--- src/rtl/boot_triplet_loader.sv ---
module boot_triplet_loader #(
  parameter int TIMEOUT_CYCLES = 100_000_000
) (
  input  logic        clk,
  input  logic        rst_n,
  input  logic        boot_active,
  input  logic        wdt_enable,
  input  logic        rx_valid,
  input  logic [7:0]  rx_byte,
  output logic        mem_we,
  output logic [15:0] mem_addr,
  output logic [7:0]  mem_wdata,
  output logic        reg_we,
  output logic [14:0] reg_index,
  output logic [7:0]  reg_wdata,
  output logic        wdt_timeout
);
  localparam int CW = $clog2(TIMEOUT_CYCLES + 1);
  localparam logic [CW-1:0] LAST = CW'(TIMEOUT_CYCLES - 1);

  logic [1:0]    pos;
  logic [7:0]    hi_q, lo_q;
  logic [CW-1:0] cnt;

  wire accept = boot_active && rx_valid;
  wire wd_run = boot_active && wdt_enable && !accept;
  wire expire = wd_run && (cnt == LAST);
  wire done   = accept && (pos == 2'd2);

  always_ff @(posedge clk) begin
    if (!rst_n || !boot_active || expire) begin
      pos <= 2'd0;
    end else if (accept) begin
      pos <= done ? 2'd0 : pos + 2'd1;
      if (pos == 2'd0) hi_q <= rx_byte;
      if (pos == 2'd1) lo_q <= rx_byte;
    end
  end

  always_ff @(posedge clk) begin
    if (!rst_n) begin
      mem_we    <= 1'b0;
      reg_we    <= 1'b0;
      mem_addr  <= '0;
      mem_wdata <= '0;
      reg_index <= '0;
      reg_wdata <= '0;
    end else begin
      mem_we <= done && !hi_q[7];
      reg_we <= done && hi_q[7];
      if (done && !hi_q[7]) begin
        mem_addr  <= {hi_q, lo_q};
        mem_wdata <= rx_byte;
      end
      if (done && hi_q[7]) begin
        reg_index <= {hi_q[6:0], lo_q};
        reg_wdata <= rx_byte;
      end
    end
  end

  always_ff @(posedge clk) begin
    if (!rst_n || !wd_run || expire) cnt <= '0;
    else                             cnt <= cnt + 1'b1;
  end

  always_ff @(posedge clk) begin
    if (!rst_n) wdt_timeout <= 1'b0;
    else        wdt_timeout <= expire;
  end

  p_single_target_r4: assert property (@(posedge clk) disable iff (!rst_n)
    !(mem_we && reg_we));
  p_strobe_one_cycle_r3: assert property (@(posedge clk) disable iff (!rst_n)
    (mem_we || reg_we) |=> !(mem_we || reg_we));
  p_mem_low_half_r2: assert property (@(posedge clk) disable iff (!rst_n)
    mem_we |-> !mem_addr[15]);
  p_inactive_quiet_r6: assert property (@(posedge clk) disable iff (!rst_n)
    !boot_active |=> !(mem_we || reg_we));
  p_byte_restarts_r7: assert property (@(posedge clk) disable iff (!rst_n)
    accept |=> !wdt_timeout);
  p_disabled_quiet_r8: assert property (@(posedge clk) disable iff (!rst_n)
    !wdt_enable |=> !wdt_timeout);
  p_timeout_pulse_r10: assert property (@(posedge clk) disable iff (!rst_n)
    wdt_timeout |=> !wdt_timeout);
endmodule

--- config.mk ---
export PLATFORM = sky130hd
export DESIGN_NAME = boot_triplet_loader
export DESIGN_NICKNAME = d
export VERILOG_FILES = /design/src/rtl/boot_triplet_loader.sv
export SDC_FILE = /design/constraint.sdc
export NUM_CORES = 1
export LEC_CHECK = 0
export BUFFER_PORTS_ARGS = -buffer_cell sky130_fd_sc_hd__buf_2
export CAP_MARGIN = 5
export CORE_MARGIN = 4
export CORE_UTILIZATION = 52
export DETAILED_ROUTE_END_ITERATION = 8
export PLACE_DENSITY = 0.71
export RECOVER_POWER = 25
export SYNTH_ARGS = -nofsm -noshare
export SYNTH_HDL_FRONTEND = slang
export SYNTH_SLANG_ARGS = --single-unit
--- constraint.sdc ---
create_clock -name clk -period 4.1 [get_ports clk]
set_input_delay 0.41 -clock clk [delete_from_list [all_inputs] [get_ports clk]]
set_output_delay 0.41 -clock clk [all_outputs]
set_load 0.01 [all_outputs]
-- Yosys cells after proc, flatten, opt, wreduce, memory -nomap -nowiden
Index checks and enable logic that the tools add are counted.
- add/subtract/negate cells: 2
- eq/ne operators: 3
- mux-type cells: 1
- bitwise logic cells: 1
- reductions and logical operators: 19
- operators with widths (cell ; number):
    $add A27 B1 Y27 const B ; 1
    $eq A27 B27 Y1 const B ; 1
    $logic_and A1 B1 Y1 ; 7
    $reduce_and A3 Y1 ; 2
    $logic_not A1 Y1 ; 5
    $logic_or A1 B1 Y1 ; 4
    $add A2 B1 Y2 const B ; 1
    $eq A2 B1 Y1 const B ; 1
    $eq A2 B2 Y1 const B ; 1
    $logic_not A2 Y1 ; 1
    $mux W2 ; 1
    $not A1 Y1 ; 1
- register bits: 95
- input port bits: 13
- output and inout port bits: 50
- word-level logic and storage cells: 37

-- Longest topological paths before layout
Gate-level depths: netlist (run 1).
- word-level depth: 7
- depth in mapped cells: 6
- mapped depth without buffers: 5

-- Worst setup path before layout (run 1)
OpenSTA, ideal clock, no wires.
- path type: register -> register
- start: register cnt[0]
- end: register cnt[26]
- data arrival time: 1968 ps
- path slack: 2065 ps
- stages on the path, launching flop included: 6
- path buffers: 0
- cell sequence: dfxtp_1 ha_1 nand4_2 or4_4 or4_4 a21oi_2
- cells in the longest elaborated chain, start to end: 3
- elaborated cells on any way between the ends: 4
- those cells by class: add/sub (1); eq/ne (1); reduce/logical (2)
- ends and longest elaborated chain (what ; RTL line ; RTL):
    from (decl) ; 23 ; logic [CW-1:0] cnt;
    from (signal assigned) ; 64 ; else cnt <= cnt + 1'b1;
    branches (longest 3 deep; another with $add A27 B1 Y27) ; n/a ;
Parallel ways; which one is timed is not known.
A chain may end at the register's enable or synchronous reset.

-- Worst setup path in the final report (run 1)
Ends and elaborated chain as after synthesis.

==> run metrics, run 1 <==
Final Skew 14.3 ps; final setup violation count 0; Die Y-Extent 92.4 µm; CTS tree yes; Initial Utilization 53.9%; TritonRoute pass-1 iters 4; area grow syn2layout 15.2%; die footprint approximately 8500 µm²; H-tree depth 3; Final Cycle Share 52.9%; Worst Path Required 4400 ps; row count 30; Max Cap Viol 0; hpwl dp around 5.3 mm; fmax 0.461 GHz; iteration-0 DRC count of the detailed router between 150 and 200; EDFF count, synth 16; capturing point of the worst reg2reg path cnt[26]$_SDFF_PP0_; Hold Path Class in2reg; sequential area share after synthesis 55.7%; vias in the first global route between 2,000 and 3,000; DRC errors left 0; Clock Sinks 95; FFs w/ async S/R, synth 0%; Root Driver clkbuf_8; unrepaired setup endpoints after global routing false; largest net degree at the start of global routing 52; Distinct cells, synth 38; nets 464; warnings from Yosys 0; Finished Layout Cells 551; pre-CTS WS 1530 ps; Worst Reg2Reg Path Length in Cells 5; Total GRT Usage approximately a fifth; I/O pins 63; final WL 7.74 mm; Synth area leader dfxtp_1; Post-Place Cells 535; Hold Startpoint rx_byte[7]; Crit Path Class reg2reg; setup bufs post-CTS 0; Reg clk slew, reported paths 100 ps; status completed; #FFs+latches synth 95; port buffer count 62; n_diodes 0; vias 2,894; post-synth top area share 42.7%; Tmin final 2170 ps; Clock Tree Buf Depth 2; CP Launch Type register; crit path setup slack, layout approximately 1900 ps; clk_lat worst skew ~360 ps; area of the mapped netlist roughly 3700 µm²; Rel. slew slack 26.9%; WHS Path Cells 3; Routed wire per std cell 14.1 µm; ANT nets after route 0; Final Hold Violating Endpoints 0; synth cell count leaders nand2_1, dfxtp_1, a21boi_0; top area cells in the synthesized netlist dfxtp_1, edfxtp_1, nand2_1; cts hold-fix bufs 0; worst vdd ir between 0.0002 and 0.00025 V; Setup crit end kind register; Most used DFF post-synth dfxtp_1; Power Total 1.67 mW; DR vias/cell 5.25; Die W 92.4 µm; Pwr per Cell Area 392 nW/µm²; syn avg cell area 9.39 µm²; post-CTS resize count 0; maximum fanout along the worst path 6; FF-to-FF setup slack 1930 ps; total grt overflow 0; most common cell in the netlist nand2_1; final slew viol count 0; Tightest Pin Transition about 1100 ps; layout cells sized above 1 between 10 and 15%; setup TNS 0 ps; Leak between 1 and 1.5 nW; Mapped Cells 394; Final GP Congestion 0.807; Mapped Nets a little over 400; first-pass GRT wire length 13.1 mm; CORE AREA 6870 µm²; initial antenna violation count 0; Reg-to-Reg Start cnt[0]$_SDFF_PP0_; Hold EP reg_wdata[7]$_SDFFE_PN0P_; CTS buffer count 9; WP data arrival about 2500 ps; hold_ws 348 ps
placed cells by master (no fill, tap or decap), drive strengths merged, types with 2 or more instances in the layout:
master and instances:
nor2b 3, and2 2, or2 4, buf 33
xnor2 10, a21boi 46, nand2 104, or4 7
a31o 2, nor2 21, xor2 5, or3 3
nand4b 2, nand4 11, nor3b 2, clkbuf 42
nor4 9, dfxtp 79, a21oi 10, o31ai 7
o21ai 2, nand2b 4, nor3 5, nand3 7
edfxtp 16, inv 10
how the worst max path moves through the flow:
stage / to / startpoint / cells after the start / slack (ps)
after CTS: hi_q[7]$_DFFE_PP_ / rst_n / 3 / 1880
final: cnt[26]$_SDFF_PP0_ / cnt[0]$_SDFF_PP0_ / 5 / 1930
after detailed placement: hi_q[4]$_DFFE_PP_ / rst_n / 3 / 1530
after floorplan: cnt[26]$_SDFF_PP0_ / cnt[0]$_SDFF_PP0_ / 5 / 2070
after global placement: lo_q[4]$_DFFE_PP_ / rst_n / 3 / 1610
after global routing: hi_q[0]$_DFFE_PP_ / rst_n / 3 / 1710
power by group:
group	internal, mW	leakage [nW]	switching (mW)
clock network	0.333	0.116	0.351
logic	0.0124	0.492	0.0209
registers	0.951	0.782	0.00259
total	1.30	1.39	0.374
logic make-up (layout without fill, tap and decap cells):
group / after synthesis / after routing / synth area share [%]
mux: 1 / 1 / 0.304
xor+xnor: 15 / 15 / 3.55
simple gates: 187 / 187 / 23.8
buf+inv: 26 / 87 / 2.71
compound gates: 69 / 69 / 13.5
flops: 95 / 95 / 55.7
fa+ha+maj: 1 / 1 / 0.338
worst max-delay path: stages (launching register included):
cell	delay (ps)
dfxtp_1	400
ha_1	260
nand4_2	200
or4_4	600
or4_4	530
a21oi_2	130
sequential cells by signal, indices dropped and copies added, names as in the netlist:
register,flops
reg_we,1
reg_index,15
lo_q,8
mem_we,1
mem_addr,16
reg_wdata,8
hi_q,8
cnt,27
pos,2
mem_wdata,8
wdt_timeout,1
per-layer routing:
layer / share of wire [%] / track usage, % / vias up
li1: - / - / 1466
met1: 47 / 24.8 / 1356
met2: 48 / 31.8 / 62
met3: 3.7 / 3.09 / 10
met4: 1.6 / 7.43 / 0
met5: 0 / 0 / -
layout make-up:
| cell class | count | area (µm²) |
|---|---|---|
| Fill cell | 641 | 2610 |
| Sequential cell | 95 | 2060 |
| Multi-Input combinational cell | 273 | 1540 |
| Timing Repair Buffer | 65 | 293 |
| Clock buffer | 10 | 149 |
| Tap cell | 96 | 120 |
| Clock inverter | 6 | 78.8 |
| Inverter | 6 | 22.5 |
stage by stage:
step	util, %	instance area [µm²]
6_report	62.1	4260
5_1_grt	62.1	4260
4_1_cts	62.6	4300
3_5_place_dp	59.3	4080
3_3_place_gp	59.3	4080
2_1_floorplan	-	3700
Note: power is estimated with default switching activity, not from simulation.
==> run 2: changes to the inputs <==
--- a/config.mk
+++ b/config.mk
@@ -8,7 +8,7 @@
 export BUFFER_PORTS_ARGS = -buffer_cell sky130_fd_sc_hd__buf_2
 export CAP_MARGIN = 5
 export CORE_MARGIN = 4
-export CORE_UTILIZATION = 52
+export CORE_UTILIZATION = 50
 export DETAILED_ROUTE_END_ITERATION = 8
 export PLACE_DENSITY = 0.71
 export RECOVER_POWER = 25
==> constraint.sdc (replaced) <==
create_clock -name clk -period 1.99 [get_ports clk]
set_input_delay 0.199 -clock clk [delete_from_list [all_inputs] [get_ports clk]]
set_output_delay 0.199 -clock clk [all_outputs]
set_load 0.01 [all_outputs]
==> run 2 against run 1 <==
Compared with the run above: sequential share of layout area fell by 1.5 points; critical path depth did not move; register-to-register slack got worse by 1900 ps; final area rose by 3.6%; wire length rose by 2.3%; sequential power rose by 110%; worst setup slack got worse by 1900 ps; die area rose by 3.6%; via count rose by 1.7%; power rose by 97%; first-iteration DRC count fell by 10%; highest routed layer unchanged.
==> run metrics, run 2 (synthesized netlist as in run 1, its figures left out) <==
Initial Utilization 51.3%; FILL cells between 600 and 700; final setup violation count 0; worst-path cell chain ha_4, nand4_4, or4_4, or4_4, a21oi_2; CP Launch Type register; DRC errors left 0; WP data arrival 2230 ps; unrepaired setup endpoints after global routing false; commonest cells after routing, fill and taps aside nand2_1, dfxtp_1, a21boi_0; Final Cycle Share 96.5%; final slew viol count 0; hpwl dp 5.64 mm; maximum fanout along the worst path 6; largest net degree at the start of global routing 51; Final Hold Violating Endpoints 0; Final Skew 7.32 ps; Crit Path Class reg2reg; GRT met2 Usage 31.1%; die footprint roughly 9000 µm²; vias in the first global route 2,859; CP max stage delay 570 ps; Rel. slew slack 67.0%; Routed wire per std cell 13.8 µm; Largest Register cnt; met3 Use GR under 10%; max reg flops 27; H-tree depth 3; CORE AREA 7210 µm²; CTS tree yes; Die W approximately 94 µm; Pwr per Cell Area roughly 750 nW/µm²; DR vias/cell 5.14; row count 31; port buffer count between 60 and 70; status completed; Worst Path Required 2300 ps; area grow syn2layout 19.3%; commonest non-fill, non-tap cell in the layout nand2_1; setup bufs post-CTS 0; Max Cap Viol 0; Worst Reg2Reg Path Length in Cells 5; gr busiest metal met2; Tightest Pin Transition 494 ps; cts hold-fix bufs 0; n_diodes 0; clk_lat worst skew 370 ps; CP max stage cell or4_4; Clock Sinks 95; met1 Resource Use GR 24.5%; first-pass GRT wire length 13.1 mm; worst vdd ir 0.000456 V; CP dominant cell by count or4_4; iteration-0 DRC count of the detailed router 150; I/O pins 63; Power Total 3.29 mW; setup TNS 0 ps; initial antenna violation count 0; ANT nets after route 0; CTS buffer count 9; WHS Path Cells 3; Reg clk slew, reported paths approximately 100 ps; Tmin final 1920 ps; final WL 7.92 mm; vias 2,943; Clock Tree Buf Depth 2; layout cells sized above 1 between 10% and 20%; hold_ws approximately 120 ps; nets between 400 and 500; Root Driver clkbuf_8; Setup crit end kind register; Hold Path Class in2reg; Die Y-Extent 94.0 µm; Total GRT Usage 18.8%; TritonRoute pass-1 iters 4; Final GP Congestion 0.842; Leak 1.48 nW; Regs by FF count cnt x27, mem_addr x16, reg_index x15; total grt overflow 0; fmax 0.521 GHz
-- run 2: cell type report --
cell class	count	area (µm²)	area share, %
timing repair buffer	84	439	9.95
sequential	95	2070	46.9
tap	99	124	2.81
clock buffer	9	124	2.81
inverter	6	22.5	0.510
clock inverter	7	73.8	1.67
multi-input combinational	273	1560	35.4
-- run 2: layer usage --
metal / wire length [µm] / share of wire, %
met1: 3480 / 44
met5: 0 / 0
met4: 102 / 1.3
met2: 3820 / 48
met3: 514 / 6.5
-- run 2: final timing paths --
kind	slack, ps	endpoint	from
worst min register to register	470	reg_wdata[0]$_SDFFE_PN0P_	reg_wdata[0]$_SDFFE_PN0P_
worst max-delay path	70	cnt[26]$_SDFF_PP0_	cnt[1]$_SDFF_PP0_
worst max register to register	70	cnt[26]$_SDFF_PP0_	cnt[1]$_SDFF_PP0_
worst min-delay path	120	cnt[6]$_SDFF_PP0_	boot_active
-- run 2: what timing repair did --
action                                 in CTS  in global routing
endpoints found under the hold margin       0                  0
gates resized for setup                     0                  8
setup endpoints to repair                   0                 26
-- run 2: metrics by stage --
stage                     instances  area, µm²  util [%]  setup WS, ps
after floorplan                 394       3720         -          8.63
final                           573       4420      61.2          70.5
after global placement          557       4240      58.8          49.5
after detailed placement        557       4240      58.8          25.1
after CTS                       573       4440      61.6          5.56
after global routing            573       4420      61.2          9.97
-- run 2: worst max-delay path, delay by kind of cell (launching register included) --
family,cells,cell delay (ps)
compound gates,1,130
simple gates,3,1200
fa+ha+maj,1,170
flops,1,360
-- run 2: report_power, final --
part / leakage, nW / switching, mW / internal, mW
clock network: 0.103 / 0.756 / 0.498
logic: 0.593 / 0.0442 / 0.0290
registers: 0.785 / 0.00506 / 1.96
